**src/rtl/can_halt_pkg.sv**
```systemverilog
package can_halt_pkg;

  typedef enum logic [1:0] {
    ENG_IDLE = 2'd0,
    ENG_IFS  = 2'd1,
    ENG_TX   = 2'd2,
    ENG_RX   = 2'd3
  } eng_state_e;

  typedef enum logic [1:0] {
    HS_RUN    = 2'd0,
    HS_DRAIN  = 2'd1,
    HS_HALT   = 2'd2,
    HS_REJOIN = 2'd3
  } halt_st_e;

endpackage

```
**src/rtl/hm_bit_run.sv**
```systemverilog
// Counts consecutive qualifying strobes; a miss restarts the run.
module hm_bit_run #(
  parameter int LEN = 11
) (
  input  logic clk,
  input  logic rst,
  input  logic clr,
  input  logic tick,
  input  logic hit,
  output logic done
);
  localparam int CW = (LEN < 2) ? 1 : $clog2(LEN);
  localparam logic [CW-1:0] LAST = CW'(LEN - 1);

  logic [CW-1:0] cnt_q;

  assign done = !clr && tick && hit && (cnt_q == LAST);

  always_ff @(posedge clk) begin
    if (rst || clr) begin
      cnt_q <= '0;
    end else if (tick) begin
      if (!hit || cnt_q == LAST) cnt_q <= '0;
      else                       cnt_q <= cnt_q + 1'b1;
    end
  end
endmodule

```
**src/rtl/hm_halt_fsm.sv**
```systemverilog
module hm_halt_fsm
  import can_halt_pkg::*;
(
  input  logic       clk,
  input  logic       rst,
  input  logic       halt_req_i,
  input  logic [1:0] eng_state_i,
  input  logic       eof_i,
  input  logic       bus_off_i,
  input  logic       rejoin_done_i,
  output halt_st_e   st_q,
  output logic       bus_en_q,
  output logic       halted_q,
  output logic       irq_q
);
  halt_st_e st_d;
  logic     bus_quiet;

  assign bus_quiet = (eng_state_i == ENG_IDLE) || (eng_state_i == ENG_IFS);

  always_comb begin
    st_d = st_q;
    unique case (st_q)
      HS_RUN:    if (halt_req_i) st_d = (bus_quiet || bus_off_i) ? HS_HALT : HS_DRAIN;
      HS_DRAIN:  if (!halt_req_i) st_d = HS_RUN;
                 else if (eof_i || bus_off_i) st_d = HS_HALT;
      HS_HALT:   if (!halt_req_i) st_d = HS_REJOIN;
      HS_REJOIN: if (halt_req_i) st_d = HS_HALT;
                 else if (rejoin_done_i) st_d = HS_RUN;
      default:   st_d = HS_RUN;
    endcase
  end

  always_ff @(posedge clk) begin
    if (rst) begin
      st_q     <= HS_RUN;
      bus_en_q <= 1'b1;
      halted_q <= 1'b0;
      irq_q    <= 1'b0;
    end else begin
      st_q     <= st_d;
      bus_en_q <= (st_d == HS_RUN) || (st_d == HS_DRAIN);
      halted_q <= (st_d == HS_HALT) || (st_d == HS_REJOIN);
      irq_q    <= (st_d == HS_HALT) && ((st_q == HS_RUN) || (st_q == HS_DRAIN));
    end
  end
endmodule

```
**src/rtl/can_halt_ctrl.sv**
```systemverilog
module can_halt_ctrl
  import can_halt_pkg::*;
#(
  parameter int REJOIN_BITS     = 11,
  parameter int RECOVERY_GROUPS = 128
) (
  input  logic       clk,
  input  logic       rst,
  input  logic       halt_req_i,
  input  logic [1:0] eng_state_i,
  input  logic       eof_i,
  input  logic       bus_off_i,
  input  logic       bit_tick_i,
  input  logic       bit_rec_i,
  output logic       bus_en_o,
  output logic       halted_o,
  output logic       halt_irq_o,
  output logic       busoff_clear_o
);
  halt_st_e st_q;
  logic     rejoin_done, rejoin_clr;
  logic     rec_clr, grp_done, rec_done;

  assign rejoin_clr = !((st_q == HS_REJOIN) && !halt_req_i);
  assign rec_clr    = !(bus_off_i && (st_q == HS_RUN));

  hm_bit_run #(.LEN(REJOIN_BITS)) u_rejoin_run (
    .clk(clk), .rst(rst), .clr(rejoin_clr),
    .tick(bit_tick_i), .hit(bit_rec_i), .done(rejoin_done)
  );

  hm_bit_run #(.LEN(REJOIN_BITS)) u_group_run (
    .clk(clk), .rst(rst), .clr(rec_clr),
    .tick(bit_tick_i), .hit(bit_rec_i), .done(grp_done)
  );

  // Each completed group is one "hit" strobe for the group counter.
  hm_bit_run #(.LEN(RECOVERY_GROUPS)) u_group_cnt (
    .clk(clk), .rst(rst), .clr(rec_clr),
    .tick(grp_done), .hit(1'b1), .done(rec_done)
  );

  hm_halt_fsm u_fsm (
    .clk(clk), .rst(rst),
    .halt_req_i(halt_req_i), .eng_state_i(eng_state_i),
    .eof_i(eof_i), .bus_off_i(bus_off_i),
    .rejoin_done_i(rejoin_done),
    .st_q(st_q), .bus_en_q(bus_en_o), .halted_q(halted_o), .irq_q(halt_irq_o)
  );

  always_ff @(posedge clk) begin
    if (rst) busoff_clear_o <= 1'b0;
    else     busoff_clear_o <= rec_done;
  end
endmodule

```
**config.mk**
```make
export PLATFORM = sky130hd
export DESIGN_NAME = can_halt_ctrl
export DESIGN_NICKNAME = d
export VERILOG_FILES = /design/src/rtl/can_halt_pkg.sv /design/src/rtl/hm_bit_run.sv /design/src/rtl/hm_halt_fsm.sv /design/src/rtl/can_halt_ctrl.sv
export SDC_FILE = /design/constraint.sdc
export NUM_CORES = 1
export LEC_CHECK = 0
export BUFFER_PORTS_ARGS = -buffer_cell sky130_fd_sc_hd__buf_2
export CAP_MARGIN = 20
export CORE_MARGIN = 2
export CORE_UTILIZATION = 50
export CTS_CLUSTER_DIAMETER = 120
export DETAILED_ROUTE_END_ITERATION = 6
export PLACE_DENSITY_LB_ADDON = 0.25
export SYNTH_ARGS = -nofsm -noshare
export SYNTH_HDL_FRONTEND = slang
export SYNTH_SLANG_ARGS = --single-unit
```
**constraint.sdc**
```tcl
create_clock -name clk -period 1.68 [get_ports clk]
set_clock_uncertainty 0.15 [all_clocks]
set_input_delay 0.084 -clock clk [delete_from_list [all_inputs] [get_ports clk]]
set_output_delay 0.084 -clock clk [all_outputs]
set_load 0.02 [all_outputs]
```
==> reports/results.tsv <==
stage	metric	value	unit
run_status	outcome	complete, but fails checks	
run_status	violations	negative setup slack	
critical_path	critPathMaxFanout	5	
synthesis	ys_seq_area_frac	0.3981	
cells_and_area	final_cells	169	
critical_path	cp_data_required_time	1.78	ns
timing	relSlewSlack	0.7240	
hold_path	whs_endpoint	u_group_run.cnt_q[3]	
synthesis	synthAdderAreaFrac	0.05924	
pwr	power_per_cell_area	679.3	nW/µm²
synthesis	postSynthAreaPerCell	9.026	µm²
routing	first_iter_violations	15	
critical_path	cp-start-kind	flop	
timing	rsz0062_at_grt	true	
cells_and_area	area_growth	22.04	%
critical_path	endpoint_kind	flop	
floorplan	num_rows	16	
synthesis	synthCells	117	
synthesis	yosysUniqueCellTypes	41	
run	maxCapViolCount	0	
placed_design	gp_congestion	0.7881	
routing	ant_nets	0	
cells_and_area	drive_gt1_frac	0.3028	
hold_path	min-delay-start	bit_rec_i	
critical_path	critPathMaxStageDelay	0.49	ns
placed_design	placed_cells	162	
cts	path_clk_slew	0.13	ns
routing	post_drt_wl_per_cell	12.33	µm
synthesis	yosys.area_share.simple	0.2761	
synthesis	synthMuxAreaShare	0.02014	
critical_path	reg2reg_slack	-0.01	ns
placed_design	dp_hpwl	1545	µm
timing	tightest_slew	0.4097	ns
global_route	grt_pass1_wl	3470	µm
critical_path	reg2reg_depth	6	
global_route	first_global_vias	843	
synthesis	synth_top_family_by_area	simple AND/OR/NAND/NOR gates	
cts	cts_tree	done	
cells_and_area	fin_nets	157	
synthesis	yosys_warnings	0	
global_route	grt.overflow.total	0	
pwr	peakVddDrop	0.0003784	V
synthesis	synth_compound_area_frac	0.1552	
cts	insertion_delay	0.31	ns
floorplan	initial_utilization	0.5328	
critical_path	reg2reg_from	u_group_run.cnt_q[0]	
hold_path	min-delay-path-class	primary input to flop	
cells_and_area	diodes	0	
routing	via_per_inst	5.479	
cts	max-clock-path-buffers	2	
floorplan	core	1982	µm²
synthesis	synth-seq-cells	21	
critical_path	cp_slowest_cell	or4b_4	
cts	htree_levels	1	
cells_and_area	fillers	153	
routing	via_count	926	
floorplan	num_io_pins	13	
cts	cts.sinks	21	
hold_path	min_path_cells	4	
timing	fin_crit_sh	1.009	
cts	root_buffer	clkbuf_4	
floorplan	dieArea	2496	µm²
timing	whs	0.02773	ns
critical_path	crit_start	u_group_run.cnt_q[0]	
critical_path	rr_endpoint	u_group_cnt.cnt_q[5]	
synthesis	synthXorXnorAreaFrac	0.04147	
synthesis	netlist_area	1056	µm²
floorplan	die_y	49.96	µm
routing	drt_wl_total	2084	µm
global_route	grt_max_degree	13	
critical_path	worstPathCellList	inv_2 > ha_4 > and4b_2 > nand3_4 > or4b_4 > a21oi_2	
timing	finalHoldViolCount	0	
timing	fin_ws	-0.01439	ns
timing	timing.fmax	590.2	MHz
critical_path	crit_arrival	1.80	ns
pwr	leakage	0.4788	nW
global_route	antenna_found_initial	0	
synthesis	syn_nets	131	
timing	drv_slew	0	
routing	drt_pass1_iterations	4	
floorplan	die_w	49.96	µm
critical_path	crit_type	flop to flop	
global_route	grt_use_total	0.1820	
placed_design	io_buffers	11	
cts	numCtsBuffers	3	
timing	finalCriticalPeriod	1.694	ns
timing	setup_viol	1	
routing	remaining_drc_errors	0	
cts	cts_setup_buffers	0	
==> synth_stat cells <==
library cell | n | share of area
or4_1 | 1 | 0.0071
buf_4 | 2 | 0.014
nand3_4 | 1 | 0.017
mux2i_1 | 1 | 0.0095
a2bb2oi_1 | 1 | 0.0083
nand3b_1 | 2 | 0.014
clkbuf_1 | 1 | 0.0036
or4b_1 | 1 | 0.0095
nor2_1 | 8 | 0.028
ha_1 | 5 | 0.059
nand2_1 | 9 | 0.032
nand2b_1 | 2 | 0.012
o211ai_1 | 1 | 0.0071
a221oi_1 | 1 | 0.0083
buf_6 | 1 | 0.011
nor2b_1 | 1 | 0.0059
nor3_1 | 2 | 0.0095
a22oi_1 | 2 | 0.014
and4bb_2 | 1 | 0.012
xor2_1 | 4 | 0.033
o21a_1 | 1 | 0.0071
or3b_2 | 2 | 0.017
xnor2_1 | 1 | 0.0083
or2_2 | 1 | 0.0059
and4b_1 | 1 | 0.0095
a21oi_1 | 11 | 0.052
o21ai_0 | 6 | 0.028
inv_1 | 6 | 0.021
a31oi_1 | 1 | 0.0059
or3_2 | 1 | 0.0071
and4bb_4 | 1 | 0.015
and4_1 | 1 | 0.0083
a311o_1 | 1 | 0.0095
nand3_1 | 5 | 0.024
or3_1 | 2 | 0.012
dfxtp_1 | 21 | 0.40
nand4_1 | 2 | 0.012
nor3b_1 | 1 | 0.0071
and3_1 | 2 | 0.012
a21o_1 | 2 | 0.014
mux2_2 | 1 | 0.011
==> kinds of logic (layout without fill, tap and decap cells) <==
family / after synthesis / count (layout)
buffers and inverters: 10 / 35
muxes: 2 / 2
and+or+nand+nor: 47 / 47
DFF: 21 / 21
xor gates and xnor gates: 5 / 5
adders and majority gates: 5 / 5
AOI/OAI and AO/OA: 27 / 27
==> per-layer routing <==
metal,global-route usage,part of all wire,up-vias
met1,0.2120,0.47,430
met4,0.09722,0.021,0
met3,0.02727,0.035,4
met2,0.3178,0.48,20
met5,0,0,-
li1,-,-,472
==> how the worst max path moves through the flow <==
stage | endpoint | slack [ns] | cells after the start
6_report | u_group_cnt.cnt_q[5] | -0.01 | 6
5_1_grt | u_group_cnt.cnt_q[5] | -0.07 | 6
4_1_cts | u_group_cnt.cnt_q[5] | -0.04 | 6
3_5_place_dp | u_group_cnt.cnt_q[5] | -0.07 | 6
3_3_place_gp | u_group_cnt.cnt_q[5] | -0.008 | 6
2_1_floorplan | u_group_cnt.cnt_q[5] | -0.04 | 7
==> cell usage in the layout (no fill, tap or decap), types with 2 or more instances in the layout <==
master         netlist  routed
nand2_1              9       9
a22oi_1              2       2
dlygate4sd3_1        0       3
nand4_1              2       2
a21o_1               2       2
nor3_1               2       2
buf_4                2      11
dfxtp_1             21      19
nand3b_1             2       2
xor2_1               4       4
inv_1                6       5
clkbuf_4             0       3
o21ai_0              6       6
buf_2                0      11
nand3_1              5       5
ha_1                 5       4
nor2_1               8       8
dfxtp_2              0       2
a21oi_1             11       8
nand2b_1             2       2
a21oi_2              0       3
and3_1               2       2
or3_1                2       2
==> registers in the layout, summed over array words and instances (netlist names) <==
name / flops
busoff_clear_o: 1
u_fsm.irq_q: 1
u_fsm.bus_en_q: 1
u_group_run.cnt_q: 4
u_fsm.halted_q: 1
u_rejoin_run.cnt_q: 4
u_fsm.st_q: 2
u_group_cnt.cnt_q: 7
==> per-stage QoR <==
| stage | TNS, ns | power, W | utilization | area (µm²) | worst slack, ns |
|---|---|---|---|---|---|
| floorplan | -0.03707 | 0.0005968 | - | 1075 | -0.03707 |
| global placement | -0.008028 | 0.0006302 | 0.6117 | 1212 | -0.008028 |
| detailed placement | -0.08888 | 0.0006326 | 0.6117 | 1212 | -0.06622 |
| CTS | -0.03920 | 0.0008864 | 0.6427 | 1274 | -0.03920 |
| global route | -0.1874 | 0.0009208 | 0.6503 | 1289 | -0.06979 |
| finish | -0.01439 | 0.0008754 | 0.6503 | 1289 | -0.01439 |
==> final cells by class <==
cell class / count / area [µm²] / area share
multi-input combinational: 86 / 614.3 / 0.4767
clock buffer: 3 / 22.52 / 0.01748
tap: 27 / 33.78 / 0.02621
sequential: 21 / 422.9 / 0.3282
clock inverter: 1 / 5.005 / 0.003883
timing repair buffer: 25 / 167.7 / 0.1301
inverter: 6 / 22.52 / 0.01748
==> report_power, final <==
| group | internal, W | leakage [nW] | switching [W] |
|---|---|---|---|
| logic | 0.0000526 | 0.290 | 0.0000584 |
| registers | 0.000512 | 0.171 | 0.00000759 |
| clock network | 0.0000889 | 0.0177 | 0.000156 |
| total | 0.000653 | 0.479 | 0.000222 |
==> timing repair <==
action / 4_1_cts / 5_1_grt
pin swaps: 4 / 1
hold buffers: 3 / 0
gates resized for setup: 2 / 4
hold endpoints to repair: 7 / 0
setup endpoints to repair: 5 / 7
==> worst max-delay path: cells and delay by family, from the launching register on <==
kind	cells	cell delay (ns)
buffers and inverters	1	0.07
flip-flops	1	0.34
adder cells (fa/ha/maj)	1	0.12
AO/OA/AOI/OAI	1	0.13
AND/OR/NAND/NOR	3	0.83
Note: power is estimated with default switching activity, not from simulation.
